--- config.mk ---
export PLATFORM = sky130hd
export DESIGN_NAME = dds_phase_pipe
export DESIGN_NICKNAME = d
export VERILOG_FILES = /design/src/rtl/dds_phase_pkg.sv /design/src/rtl/dpp_delay.sv /design/src/rtl/dpp_slice_add.sv /design/src/rtl/dds_phase_pipe.sv
export SDC_FILE = /design/constraint.sdc
export NUM_CORES = 1
export LEC_CHECK = 0
export BUFFER_PORTS_ARGS = -buffer_cell sky130_fd_sc_hd__buf_4
export CAP_MARGIN = 10
export CELL_PAD_IN_SITES_DETAIL_PLACEMENT = 2
export CELL_PAD_IN_SITES_GLOBAL_PLACEMENT = 2
export CORE_MARGIN = 4
export CORE_UTILIZATION = 51
export CTS_BUF_LIST = sky130_fd_sc_hd__clkbuf_4
export DETAILED_ROUTE_END_ITERATION = 16
export PLACE_DENSITY_LB_ADDON = 0.12
export SYNTH_ARGS = -nofsm -noshare
export SYNTH_HDL_FRONTEND = slang
export SYNTH_SLANG_ARGS = --single-unit
--- constraint.sdc ---
create_clock -name clk -period 2.6 [get_ports clk]
set_input_delay 0.78 -clock clk [delete_from_list [all_inputs] [get_ports clk]]
set_output_delay 0.78 -clock clk [all_outputs]
set_load 0.05 [all_outputs]
--- src/rtl/dds_phase_pkg.sv ---
package dds_phase_pkg;
    localparam int DEF_SLICE_W = 1;
    localparam int DEF_SLICES  = 8;

    typedef enum logic {
        ADD_FULL      = 1'b0,
        ADD_LOOKAHEAD = 1'b1
    } add_kind_e;

    function automatic add_kind_e pick_adder(input int width);
        return (width == 1) ? ADD_FULL : ADD_LOOKAHEAD;
    endfunction
endpackage

--- src/rtl/dpp_delay.sv ---
module dpp_delay #(
    parameter int W     = 1,
    parameter int DEPTH = 1
) (
    input  logic         clk,
    input  logic         rst_n,
    input  logic [W-1:0] d_i,
    output logic [W-1:0] q_o
);
    logic [W-1:0] stage_q [DEPTH];

    always_ff @(posedge clk or negedge rst_n) begin
        if (!rst_n) begin
            for (int i = 0; i < DEPTH; i++) stage_q[i] <= '0;
        end else begin
            stage_q[0] <= d_i;
            for (int i = 1; i < DEPTH; i++) stage_q[i] <= stage_q[i-1];
        end
    end

    assign q_o = stage_q[DEPTH-1];
endmodule

--- src/rtl/dpp_slice_add.sv ---
module dpp_slice_add
    import dds_phase_pkg::*;
#(
    parameter int W = 1
) (
    input  logic [W-1:0] a_i,
    input  logic [W-1:0] b_i,
    input  logic         cin_i,
    output logic [W-1:0] sum_o,
    output logic         cout_o
);
    localparam add_kind_e KIND = pick_adder(W);

    generate
        if (KIND == ADD_FULL) begin : g_full
            // single full adder: sum is parity, carry is majority
            assign sum_o  = a_i ^ b_i ^ cin_i;
            assign cout_o = (a_i & b_i) | (b_i & cin_i) | (cin_i & a_i);
        end else begin : g_cla
            logic [W-1:0] gen_b;
            logic [W-1:0] prp_b;
            logic [W:0]   cy;

            assign gen_b = a_i & b_i;
            assign prp_b = a_i ^ b_i;

            // each carry written as a flat sum of products over the
            // generates below it and the slice carry in
            always_comb begin
                logic term;
                logic run;
                cy[0] = cin_i;
                for (int i = 0; i < W; i++) begin
                    term = gen_b[i];
                    run  = prp_b[i];
                    for (int j = i - 1; j >= 0; j--) begin
                        term = term | (run & gen_b[j]);
                        run  = run & prp_b[j];
                    end
                    cy[i+1] = term | (run & cin_i);
                end
            end

            assign sum_o  = prp_b ^ cy[W-1:0];
            assign cout_o = cy[W];
        end
    endgenerate
endmodule

--- src/rtl/dds_phase_pipe.sv ---
module dds_phase_pipe
    import dds_phase_pkg::*;
#(
    parameter int SLICE_W = DEF_SLICE_W,
    parameter int SLICES  = DEF_SLICES
) (
    input  logic                       clk,
    input  logic                       rst_n,
    input  logic [SLICE_W*SLICES-1:0]  fcw_i,
    output logic [SLICE_W*SLICES-1:0]  phase_o
);
    localparam int PHASE_W = SLICE_W * SLICES;
    localparam int LAST    = SLICES - 1;

    logic [SLICES-1:0] carry_in;
    logic              msb_carry_unused;

    assign carry_in[0] = 1'b0;

    generate
        for (genvar k = 0; k < SLICES; k++) begin : g_slice
            localparam int LO = k * SLICE_W;

            logic [SLICE_W-1:0] word_k;
            logic [SLICE_W-1:0] acc_q;
            logic [SLICE_W-1:0] sum_k;
            logic               cout_k;

            // input skew: k cycles so the word meets its rippled carry
            if (k == 0) begin : g_noskew
                assign word_k = fcw_i[LO +: SLICE_W];
            end else begin : g_skew
                dpp_delay #(.W(SLICE_W), .DEPTH(k)) u_skew (
                    .clk   (clk),
                    .rst_n (rst_n),
                    .d_i   (fcw_i[LO +: SLICE_W]),
                    .q_o   (word_k)
                );
            end

            dpp_slice_add #(.W(SLICE_W)) u_add (
                .a_i    (acc_q),
                .b_i    (word_k),
                .cin_i  (carry_in[k]),
                .sum_o  (sum_k),
                .cout_o (cout_k)
            );

            always_ff @(posedge clk or negedge rst_n) begin
                if (!rst_n) acc_q <= '0;
                else        acc_q <= sum_k;
            end

            // registered carry to the next slice; top carry is dropped
            if (k < LAST) begin : g_carry
                logic carry_q;
                always_ff @(posedge clk or negedge rst_n) begin
                    if (!rst_n) carry_q <= 1'b0;
                    else        carry_q <= cout_k;
                end
                assign carry_in[k+1] = carry_q;
            end else begin : g_msb
                assign msb_carry_unused = cout_k;
            end

            // output deskew: LAST-k cycles so all slices line up
            if (k == LAST) begin : g_nodeskew
                assign phase_o[LO +: SLICE_W] = acc_q;
            end else begin : g_deskew
                dpp_delay #(.W(SLICE_W), .DEPTH(LAST - k)) u_deskew (
                    .clk   (clk),
                    .rst_n (rst_n),
                    .d_i   (acc_q),
                    .q_o   (phase_o[LO +: SLICE_W])
                );
            end
        end
    endgenerate

    if (PHASE_W < 1) begin : g_bad_cfg
        initial $error("phase width must be positive");
    end
endmodule

==> key figures <==
Timing
  • Skew final: 0.02698 ns
  • Final hold slack: 0.3473 ns
  • Max_slew headroom: 0.4518
  • Final Max Slew Viols: 0
  • Final hold vios: 0
  • Unrepaired setup endpoints after global routing: no
  • Fin worst setup slack: 0.8321 ns
  • Tcrit/Tclk final: 0.6800
  • Slew @ Worst Pin: 0.8222 ns
  • Fmax achieved: 565.6 MHz
  • Final Critical Period: 1.768 ns
  • Setup-failing EPs final: 0
  • Setup TNS: 0 ns

Floorplan
  • Die W: 70.52 um
  • Die outline height: 70.52 um
  • # rows: 22
  • Die area: 4972 um^2
  • Initial core utilization: 0.5364
  • I/O pins: 18
  • Area of the core: 3716 um^2

Logic synthesis
  • Top cells by area, synth: dfrtp_1 89%, fa_1 6.0%, buf_4 3.0%, xor3_1 1.2%, ha_1 0.63%
  • Share of the synthesized area in the top cell type: 0.8914
  • Number of distinct library cells after synthesis: 5
  • Syn Inst Count: 87
  • Area leader, netlist: dfrtp_1
  • Mapped Nets: 104
  • Synth Warn #: 0
  • Seq/Total Area, Yosys: 0.8914
  • Synthesized flop and latch total: 71
  • Mapped cell area: 1993 um^2
  • Syn Area/Cell: 22.91 um^2

Critical path
  • CP required: 1.82 ns
  • Setup crit end kind: primary output
  • Critical path class: flip-flop to primary output
  • Reg-to-Reg Start: g_slice[5].acc_q
  • Crit path cell chain: buf_4
  • Worst-path maximum fanout: 2
  • Critical Path Max Stage Delay: 0.41 ns
  • Setup crit start kind: flip-flop
  • Delay-heaviest family, CP: flip-flops
  • WP buf/inv: 1
  • Critical path launch point: g_slice[7].acc_q
  • CP arrival: 0.99 ns
  • Slowest-stage cell, CP: dfrtp_1

Worst hold path
  • HP Start: g_slice[2].g_deskew.u_deskew.stage_q[4]
  • Hold crit path type: flip-flop to flip-flop

Clock tree
  • Clk_lat worst skew: 0.39 ns
  • Worst-path clk slew: 0.13 ns
  • Number of buffers created by CTS: 9
  • Num Clock Sinks: 71
  • CTS Buffer Depth: 2
  • Cts hold-fix bufs: 0
  • Setup bufs post-CTS: 0
  • Post-CTS Resized: 0
  • CTS tree: yes
  • H-tree levels: 3
  • CTS Root Cell: clkbuf_4

Placed design
  • Post-DP HPWL: 1715 um
  • I/O Buffers: 17
  • Setup WS pre-CTS: 1.117 ns
  • Final GP Congestion: 0.5956

Route
  • Vias per std cell: 4.506
  • 1st-iter DRT viols: 23
  • Vias: 721
  • Final ANT Viol Nets: 0
  • Final wirelength: 3077 um
  • Drc violations: 0
  • Avg WL per Cell: 19.23 um
  • First-pass DRT Iterations: 4

Finish
  • Final #Nets: 124
  • Synthesis-to-layout area growth: 15.38%
  • Fillers: 279
  • Share of cells above drive strength 1: 0.2768
  • ANT cells: 0
  • Utilization after layout: 0.6189

Power and ir drop
  • Power per cell area: 1316 nW/um^2
  • Final Power: 3.027 mW
  • Leakage power: 1.075 nW
  • IR Drop Worst-Case VDD: 0.6597 mV

Global route
  • Total gr overflow: 0
  • First-pass GRT wire length: 5168 um
  • Largest net degree at the start of global routing: 72
  • GRT Util Overall: 0.1553
  • Vias in the first global route: 931
  • Initial antenna violation count: 0

Run status
  • Outcome: finished, final reports clean

Job
  • Max-cap violation count: 0
## cell usage in the layout, fill, tap and decap left out
master,count
clkinv_1,2
fa_1,6
clkinv_4,1
xor3_1,1
buf_4,17
ha_1,1
bufinv_16,3
clkinv_2,1
dfrtp_1,71
clkbuf_4,9
## power by group
group	internal, mW	total [mW]	switching (mW)
Clock	0.481	0.847	0.366
Sequential	1.46	1.65	0.184
Combinational	0.182	0.532	0.350
Total	2.13	3.03	0.900
## Yosys cell counts
library cell / n
buf_4: 8
dfrtp_1: 71
fa_1: 6
ha_1: 1
xor3_1: 1
## final timing paths
| kind | to | slack [ns] | cells after the start |
|---|---|---|---|
| min in group asynchronous | g_slice[1].g_deskew.u_deskew.stage_q[1] | 0.46 | 1 |
| worst min register to register | g_slice[2].g_deskew.u_deskew.stage_q[3] | 0.35 | 0 |
| worst max-delay path | phase_o[7] | 0.83 | 1 |
| worst max register to register | g_slice[5].acc_q | 1.54 | 1 |
| max in group asynchronous | g_slice[6].g_skew.u_skew.stage_q[2] | 1.58 | 1 |
| worst min-delay path | g_slice[2].g_deskew.u_deskew.stage_q[3] | 0.35 | 0 |
## registers in the layout, indices dropped and copies added, names as in the netlist
signal                             flops
g_slice.g_skew.u_skew.stage_q         21
g_slice.acc_q                          8
g_slice.g_deskew.u_deskew.stage_q     21
g_slice.g_carry.carry_q                7
g_slice.g_skew.u_skew.q_o              7
g_slice.g_deskew.u_deskew.q_o          7
## layer usage
layer | wire, um | global-route usage | up-vias | part of all wire
met4 | 19 | 0.07660 | 0 | 0.0062
met2 | 1749 | 0.2713 | 27 | 0.57
li1 | - | - | 303 | -
met3 | 186 | 0.07338 | 2 | 0.060
met5 | 0 | 0 | - | 0
met1 | 1122 | 0.1532 | 389 | 0.36
## cells by family after synthesis
kind of cell | Yosys count | synth area share
buffers and inverters | 8 | 0.03013
XOR/XNOR | 1 | 0.01193
flip-flops | 71 | 0.8914
adder cells (fa/ha/maj) | 7 | 0.06654
## per-stage QoR
stage | std cells | area [um^2]
final | 160 | 2300
after global routing | 160 | 2300
after detailed placement | 144 | 2121
after CTS | 160 | 2300
after global placement | 144 | 2121
after floorplan | 87 | 1993
## area by class of cell
type,instances,area [um^2],share of cell area
multi-input combinational,8,156.4,0.06801
timing repair buffer,17,127.6,0.05549
tap,48,60.06,0.02612
clock inverter,7,111.4,0.04842
sequential,71,1777,0.7726
clock buffer,9,67.56,0.02938
(Power assumes the default switching activity.)
